### config.mk
export PLATFORM = sky130hd
export DESIGN_NAME = bdi_line_codec
export DESIGN_NICKNAME = d
export VERILOG_FILES = /design/src/rtl/bdi_pkg.sv /design/src/rtl/bdi_fit_check.sv /design/src/rtl/bdi_compressor.sv /design/src/rtl/bdi_expander.sv /design/src/rtl/bdi_line_codec.sv
export SDC_FILE = /design/constraint.sdc
export NUM_CORES = 2
export LEC_CHECK = 0
export ABC_AREA = 1
export BUFFER_PORTS_ARGS = -buffer_cell sky130_fd_sc_hd__buf_4
export CORE_AREA = 2 2 414 416
export DETAILED_ROUTE_END_ITERATION = 6
export DIE_AREA = 0 0 416 418
export HOLD_SLACK_MARGIN = 0.06
export PLACE_DENSITY_LB_ADDON = 0.15
export REMOVE_ABC_BUFFERS = 1
export SYNTH_ARGS = -nofsm -noshare
export SYNTH_HDL_FRONTEND = slang
export SYNTH_SLANG_ARGS = --single-unit
### constraint.sdc
create_clock -name clk -period 3 [get_ports clk]
set_clock_uncertainty 0.2 [all_clocks]
set_input_delay 0.15 -clock clk [delete_from_list [all_inputs] [get_ports clk]]
set_output_delay 0.15 -clock clk [all_outputs]
set_load 0.01 [all_outputs]
### src/rtl/bdi_pkg.sv
package bdi_pkg;
    typedef enum logic {
        SLOT_EMPTY = 1'b0,
        SLOT_FULL  = 1'b1
    } slot_t;
endpackage

### src/rtl/bdi_fit_check.sv
module bdi_fit_check #(
    parameter int WORD_W  = 32,
    parameter int DELTA_W = 8
) (
    input  logic [WORD_W-1:0]  word,
    input  logic [WORD_W-1:0]  base,
    output logic               use_zero,
    output logic               fits_any,
    output logic [DELTA_W-1:0] delta
);
    localparam int HI_W = WORD_W - DELTA_W + 1;

    logic [WORD_W-1:0] diff;
    logic [HI_W-1:0]   z_top;
    logic [HI_W-1:0]   b_top;
    logic              z_ok;
    logic              b_ok;

    always_comb begin
        diff  = word - base;
        z_top = word[WORD_W-1:DELTA_W-1];
        b_top = diff[WORD_W-1:DELTA_W-1];
        // a value fits when its upper bits are a pure sign extension
        z_ok  = (&z_top) | ~(|z_top);
        b_ok  = (&b_top) | ~(|b_top);
        use_zero = z_ok;
        fits_any = z_ok | b_ok;
        delta    = z_ok ? word[DELTA_W-1:0] : diff[DELTA_W-1:0];
    end
endmodule

### src/rtl/bdi_compressor.sv
module bdi_compressor
    import bdi_pkg::*;
#(
    parameter int WORDS   = 8,
    parameter int WORD_W  = 32,
    parameter int DELTA_W = 8
) (
    input  logic                    clk,
    input  logic                    rst_n,
    input  logic                    in_valid,
    output logic                    in_ready,
    input  logic [WORDS*WORD_W-1:0] in_line,
    output logic                    out_valid,
    input  logic                    out_ready,
    output logic [WORDS*WORD_W-1:0] out_data,
    output logic [WORDS-1:0]        out_mask,
    output logic                    out_packed
);
    localparam int LINE_W = WORDS * WORD_W;
    localparam int DSET_W = WORDS * DELTA_W;
    localparam int PAD_W  = LINE_W - WORD_W - DSET_W;

    slot_t cls_st, cls_nx, out_st, out_nx;

    logic [WORDS-1:0]  zsel_c;
    logic [WORDS-1:0]  fit_c;
    logic [DSET_W-1:0] dset_c;

    logic [LINE_W-1:0] cls_line;
    logic [WORDS-1:0]  cls_zsel;
    logic [DSET_W-1:0] cls_dset;
    logic              cls_ok;

    logic out_take;
    logic cls_take;
    logic in_fire;
    logic out_load;

    for (genvar i = 0; i < WORDS; i++) begin : g_word
        bdi_fit_check #(
            .WORD_W (WORD_W),
            .DELTA_W(DELTA_W)
        ) fit_i (
            .word    (in_line[i*WORD_W +: WORD_W]),
            .base    (in_line[WORD_W-1:0]),
            .use_zero(zsel_c[i]),
            .fits_any(fit_c[i]),
            .delta   (dset_c[i*DELTA_W +: DELTA_W])
        );
    end

    always_comb begin
        out_take = (out_st == SLOT_EMPTY) || out_ready;
        cls_take = (cls_st == SLOT_EMPTY) || out_take;
        in_ready = cls_take;
        in_fire  = in_valid && cls_take;
        out_load = out_take && (cls_st == SLOT_FULL);
    end

    always_comb begin
        cls_nx = cls_st;
        unique case (cls_st)
            SLOT_EMPTY: cls_nx = in_valid ? SLOT_FULL : SLOT_EMPTY;
            SLOT_FULL: begin
                if (out_take)
                    cls_nx = in_valid ? SLOT_FULL : SLOT_EMPTY;
            end
            default: cls_nx = SLOT_EMPTY;
        endcase
    end

    always_comb begin
        out_nx = out_st;
        unique case (out_st)
            SLOT_EMPTY: out_nx = (cls_st == SLOT_FULL) ? SLOT_FULL : SLOT_EMPTY;
            SLOT_FULL: begin
                if (out_ready)
                    out_nx = (cls_st == SLOT_FULL) ? SLOT_FULL : SLOT_EMPTY;
            end
            default: out_nx = SLOT_EMPTY;
        endcase
    end

    always_ff @(posedge clk or negedge rst_n) begin
        if (!rst_n) begin
            cls_st <= SLOT_EMPTY;
            out_st <= SLOT_EMPTY;
        end else begin
            cls_st <= cls_nx;
            out_st <= out_nx;
        end
    end

    always_ff @(posedge clk or negedge rst_n) begin
        if (!rst_n) begin
            cls_line <= '0;
            cls_zsel <= '0;
            cls_dset <= '0;
            cls_ok   <= 1'b0;
        end else if (in_fire) begin
            cls_line <= in_line;
            cls_zsel <= zsel_c;
            cls_dset <= dset_c;
            cls_ok   <= &fit_c;
        end
    end

    always_ff @(posedge clk or negedge rst_n) begin
        if (!rst_n) begin
            out_data   <= '0;
            out_mask   <= '0;
            out_packed <= 1'b0;
        end else if (out_load) begin
            out_packed <= cls_ok;
            out_mask   <= cls_ok ? cls_zsel : '0;
            out_data   <= cls_ok ? {{PAD_W{1'b0}}, cls_dset, cls_line[WORD_W-1:0]}
                                 : cls_line;
        end
    end

    always_comb out_valid = (out_st == SLOT_FULL);
endmodule

### src/rtl/bdi_expander.sv
module bdi_expander
    import bdi_pkg::*;
#(
    parameter int WORDS   = 8,
    parameter int WORD_W  = 32,
    parameter int DELTA_W = 8
) (
    input  logic                    clk,
    input  logic                    rst_n,
    input  logic                    in_valid,
    output logic                    in_ready,
    input  logic [WORDS*WORD_W-1:0] in_data,
    input  logic [WORDS-1:0]        in_mask,
    input  logic                    in_packed,
    output logic                    out_valid,
    input  logic                    out_ready,
    output logic [WORDS*WORD_W-1:0] out_line
);
    localparam int LINE_W = WORDS * WORD_W;
    localparam int EXT_W  = WORD_W - DELTA_W;

    slot_t st, st_nx;
    logic [LINE_W-1:0] rebuilt;
    logic              in_fire;

    for (genvar i = 0; i < WORDS; i++) begin : g_add
        logic [DELTA_W-1:0] d;
        logic [WORD_W-1:0]  sx;
        logic [WORD_W-1:0]  pick;
        always_comb begin
            d    = in_data[WORD_W + i*DELTA_W +: DELTA_W];
            sx   = {{EXT_W{d[DELTA_W-1]}}, d};
            pick = in_mask[i] ? '0 : in_data[WORD_W-1:0];
            rebuilt[i*WORD_W +: WORD_W] = pick + sx;
        end
    end

    always_comb begin
        in_ready = (st == SLOT_EMPTY) || out_ready;
        in_fire  = in_valid && in_ready;
    end

    always_comb begin
        st_nx = st;
        unique case (st)
            SLOT_EMPTY: st_nx = in_valid ? SLOT_FULL : SLOT_EMPTY;
            SLOT_FULL: begin
                if (out_ready)
                    st_nx = in_valid ? SLOT_FULL : SLOT_EMPTY;
            end
            default: st_nx = SLOT_EMPTY;
        endcase
    end

    always_ff @(posedge clk or negedge rst_n) begin
        if (!rst_n) st <= SLOT_EMPTY;
        else        st <= st_nx;
    end

    always_ff @(posedge clk or negedge rst_n) begin
        if (!rst_n)       out_line <= '0;
        else if (in_fire) out_line <= in_packed ? rebuilt : in_data;
    end

    always_comb out_valid = (st == SLOT_FULL);
endmodule

### src/rtl/bdi_line_codec.sv
module bdi_line_codec #(
    parameter int WORDS   = 8,
    parameter int WORD_W  = 32,
    parameter int DELTA_W = 8
) (
    input  logic                    clk,
    input  logic                    rst_n,
    input  logic                    c_in_valid,
    output logic                    c_in_ready,
    input  logic [WORDS*WORD_W-1:0] c_in_line,
    output logic                    c_out_valid,
    input  logic                    c_out_ready,
    output logic [WORDS*WORD_W-1:0] c_out_data,
    output logic [WORDS-1:0]        c_out_mask,
    output logic                    c_out_packed,
    input  logic                    d_in_valid,
    output logic                    d_in_ready,
    input  logic [WORDS*WORD_W-1:0] d_in_data,
    input  logic [WORDS-1:0]        d_in_mask,
    input  logic                    d_in_packed,
    output logic                    d_out_valid,
    input  logic                    d_out_ready,
    output logic [WORDS*WORD_W-1:0] d_out_line
);
    bdi_compressor #(
        .WORDS(WORDS), .WORD_W(WORD_W), .DELTA_W(DELTA_W)
    ) comp_i (
        .clk       (clk),
        .rst_n     (rst_n),
        .in_valid  (c_in_valid),
        .in_ready  (c_in_ready),
        .in_line   (c_in_line),
        .out_valid (c_out_valid),
        .out_ready (c_out_ready),
        .out_data  (c_out_data),
        .out_mask  (c_out_mask),
        .out_packed(c_out_packed)
    );

    bdi_expander #(
        .WORDS(WORDS), .WORD_W(WORD_W), .DELTA_W(DELTA_W)
    ) exp_i (
        .clk      (clk),
        .rst_n    (rst_n),
        .in_valid (d_in_valid),
        .in_ready (d_in_ready),
        .in_data  (d_in_data),
        .in_mask  (d_in_mask),
        .in_packed(d_in_packed),
        .out_valid(d_out_valid),
        .out_ready(d_out_ready),
        .out_line (d_out_line)
    );
endmodule

Word-level counts from Yosys, hierarchy flattened
Cells that the tools add are included.

word-level totals
  bits in registers = 853
  input port bits = 527
  logic and storage cells = 137

cells by class
  add/sub/neg operators = 16
  multiplexer cells = 28
  bitwise gates (word level) = 43
  reductions and logical operators = 39

operator list
  cell                                   number
  256-bit two-way mux                    2
  25-bit AND reduction                   16
  25-bit OR reduction                    16
  32-bit adder                           8
  32-bit two-way mux                     8
  32-bit subtractor                      8
  8-bit two-way mux                      9
  1-bit OR                               24
  1-bit inverter                         19
  8-bit AND reduction                    1
  1-bit two-way mux                      6
  1-bit one-hot mux with 2 select lines  3
  1-bit logical AND                      3
  1-bit logical OR                       3

Longest topological paths before layout
  word-level depth = 6
  gate-level depth with buffers = 24

Hierarchy
Synthesis repeated with hierarchy kept, for this count alone.

second synthesis, totals
  cells, all modules = 13874
  area, all modules = 80374.6 um^2

by module, submodules not included
  module          times used  cells an instance  area an instance (um^2)
  bdi_expander    1           5818               31916.9
  bdi_fit_check   8           659                3059.2
  bdi_compressor  1           2784               23984.3

Worst setup path after synthesis
No wires, ideal clock.

  kind = input -> register
  start point = in d_in_mask[6]
  end point = reg exp_i.out_line[218]
  setup time = 66 ps
  arrival time = 2377 ps
  slack = 358 ps
  cell stages on the path = 19
  path buffers = 1
  path through = clkbuf_1 -> nor2_1 -> ha_1 -> inv_1 -> fa_1 -> inv_1 -> nand3_1 -> nand2_1 -> a21oi_2 -> o21ai_2 -> a21boi_2 -> o21ai_0 -> nand3_1 -> nand2_1 -> nand2_1 -> a21o_1 -> nand3_1 -> nand2_1 -> nand2_1

on the way
  cells in the longest elaborated chain, start to end = 3

RTL lines
  what                  line                  text
  start, declared       bdi_line_codec.sv:19  input logic [WORDS-1:0] d_in_mask,
  32-bit two-way mux    bdi_expander.sv:33    pick = in_mask[i] ? '0 : in_data[WORD_W-1:0];
  32-bit adder          bdi_expander.sv:34    rebuilt[i*WORD_W +: WORD_W] = pick + sx;
  256-bit two-way mux   bdi_expander.sv:62    else if (in_fire) out_line <= in_packed ? rebuilt : in_data;
  end signal, assigned  bdi_expander.sv:62
  end, declared         bdi_expander.sv:17    output logic [WORDS*WORD_W-1:0] out_line

No other way between the ends.
A chain may end at the register's enable or synchronous reset.

Final worst setup path
  start point = in d_in_data[216]
  end point = reg exp_i.out_line[216]

on the way
  cells in the longest elaborated chain, start to end = 1

RTL lines
  what                 line                  text
  start, declared      bdi_line_codec.sv:18  input logic [WORDS*WORD_W-1:0] d_in_data,
  256-bit two-way mux  bdi_expander.sv:62

No other way between the ends.

==> impl_results.md <==
* Clk pin slew, worst setup/hold paths at about 0.070 ns
* Initial antenna violation count at 57
* Reg2reg end: exp_i.out_line[111]
* Core area at 169,000 um^2
* DRC viols at 1
* Critical path data arrival time at ~3.5 ns
* Power density cells at approximately 450 nW/um^2
* Critical-path maximum fanout at 1
* CTS tree: built
* Cell chosen for the clock root: clkbuf_16
* Total CTS buffers at 100
* Gr ovfl total at 0
* Status: finished with violations
* Post-synthesis sequential area ratio at 0.310
* Failing checks: DRC, hold timing
* Final wirelength at 357,000 um
* Synth Area per Inst at 6.45 um^2
* R2r worst-path depth at 8
* Fin crit share at 0.996
* Clk sinks at between 800 and 900
* R2R setup slack at 0.09 ns
* Relative slew slack at 0.359
* WP data required at between 3 and 4 ns
* Hold slack at -0.386 ns
* Setup_tns at 0 ns
* Crit path capture type: register
* Worst-Skew Late Latency at 0.80 ns
* DR pass1 iterations at 7
* Max Slew Vio Count at 0
* Layout cells sized above 1 at 0.198
* Die X at ~420 um
* Largest net degree at the start of global routing at ~190
* Syn Inst Count at 10.7k
* #FFs+latches synth at 853
* Detail Route Antenna Nets at 0
* IO buf count at 1,051
* Worst min-delay path class: primary input to register
* CTS Buffer Depth at 3
* Rows at about 150
* Max Freq at approximately 330 MHz
* Die area at ~170,000 um^2
* Max cap viols at 0
* Placer Congestion at between 1 and 1.5
* Die H at about 420 um
* Drt wl/cell at around 22 um
* Leakage power at around 0.055 uW
* Final Non-Filler Cells at 16.2k
* RSZ-0062 raised after global routing: true
* Endpoints failing hold at 1
* Avg Vias per Cell at approximately 5.3
* Critical R2R Launch: exp_i.out_valid
* Nets at approximately 15k
* YS warnings at 0
* Top FF cell, synth: dfrtp_1
* Worst slew pin tran at around 0.96 ns
* First-pass GRT wire length at between 500,000 and 600,000 um
* Num ports at ~1.1k
* Startpoint Class: primary input
* Area growth from synthesis to final layout at 52.4%
* Worst setup path class: primary input to register
* # hold bufs at CTS at about 1.2k
* DR iter-0 viols at between 7k and 8k
* Hold path depth at 3
* Vias in the first global route at roughly 85k
* Inst Count DP at 14.7k
* Detail Placement HPWL at roughly 270,000 um
* Synthesized cell area at 68,900 um^2
* Fin crit period at 2.99 ns
* Distinct cells, synth at 56
* Ys async rst share at 1.00
* Final setup viols at 0
* Global Route Usage Sum at 0.394
* H-tree depth at 3
* Worst vdd ir at ~0.47 mV
* Vias post-DR at a little under 90k
* Most frequent cells in the layout: 3,458 x nand2_1, 2,017 x buf_4, 1,399 x inv_1, 1,175 x dlygate4sd3_1, 1,150 x nor2_1
* Worst hold start: c_in_line[128]
* Most common cell after layout, fill and taps aside: nand2_1
* Worst Hold Endpoint: comp_i.cls_dset[32]
* EDFF count, synth at 0
* Initial Util at 0.407
[kinds of logic after synthesis]
family / synth area share
flip-flops: 0.310
XOR/XNOR: 0.0272
AND/OR/NAND/NOR: 0.332
AO/OA/AOI/OAI: 0.148
adder cells (fa/ha/maj): 0.0888
buffers and inverters: 0.0943
[final cells by class]
class / count / area [um^2]
repair buffers: 3328 / 29500
inverters: 1439 / 5450
multi-input cells: 8103 / 42300
clock inverters: 51 / 612
well taps: 2218 / 2780
clock buffers: 138 / 2850
fillers: 15500 / 64100
diodes: 49 / 123
flip-flops and latches: 853 / 21300
[Yosys cell counts (50+ instances only)]
library cell     n  area (um^2)
ha_1           465         5820
a21oi_1        487         2440
clkbuf_1       262          983
nor3_1          84          420
o211ai_1        60          450
nand3_1        456         2280
nor2_1        1180         4430
nand2_1       3506        13200
o21ai_0        808         4040
a21o_1          61          458
a31oi_1        121          757
xor2_1         142         1240
nand4_1        148          926
dfrtp_1        853        21300
inv_1         1407         5280
nor4_1          50          313
xnor2_1         72          631
[how the worst max path moves through the flow]
stage	start	to	slack, ns	cells after the start
after CTS	c_in_line[0]	comp_i.cls_ok	0.001	22
after global placement	c_in_line[5]	comp_i.cls_ok	-0.47	22
after detailed placement	c_in_line[6]	comp_i.cls_ok	-0.47	23
after floorplan	comp_i.out_valid	comp_i.cls_dset[48]	-10.90	5
final	d_in_data[216]	exp_i.out_line[216]	0.01	10
after global routing	c_in_line[64]	comp_i.cls_ok	-0.18	26
[report_power, final]
| part | total, uW | switching, uW | internal (uW) |
|---|---|---|---|
| registers | 15000 | 1590 | 13400 |
| logic | 19200 | 10700 | 8460 |
| clock network | 13100 | 5720 | 7390 |
[stage by stage]
stage | setup slack (ns) | power, uW | instance area [um^2] | util
floorplan | -10.90 | 22900 | 67800 | -
global placement | -0.468 | 31600 | 88000 | 0.520
detailed placement | -0.469 | 31700 | 88000 | 0.520
CTS | 0.00136 | 46400 | 103000 | 0.611
global route | -0.182 | 49500 | 105000 | 0.621
finish | 0.0112 | 47300 | 105000 | 0.621
[worst max-delay path: stages]
cell and delay, ns:
dlygate4sd3_1 0.56, buf_4 0.14, dlygate4sd3_1 0.55, nor2_1 0.11, dlygate4sd3_1 0.58, nor2_1 0.05, dlygate4sd3_1 0.56, o21ai_0 0.09
dlygate4sd3_1 0.59, nand2_1 0.06
[metal layers]
| metal | track usage | vias up | part of all wire |
|---|---|---|---|
| li1 | - | 40700 | - |
| met1 | 0.484 | 40700 | 0.39 |
| met2 | 0.623 | 3922 | 0.45 |
| met3 | 0.0859 | 1117 | 0.084 |
| met4 | 0.260 | 8 | 0.076 |
| met5 | 0 | - | 0.00016 |
[state kept, by name, summed over array words and instances, names as in the netlist]
register	count
comp_i.out_valid	1
comp_i.cls_st	1
exp_i.out_valid	1
comp_i.out_data	256
comp_i.cls_zsel	8
comp_i.out_mask	8
comp_i.cls_line	256
comp_i.cls_dset	64
comp_i.out_packed	1
exp_i.out_line	256
comp_i.cls_ok	1
[timing repair]
item,in CTS,in global routing
endpoints found under the setup margin,0,118
setup buffers,0,23
gates resized for setup,0,333
hold endpoints to repair,1517,1
(Power assumes the default switching activity.)
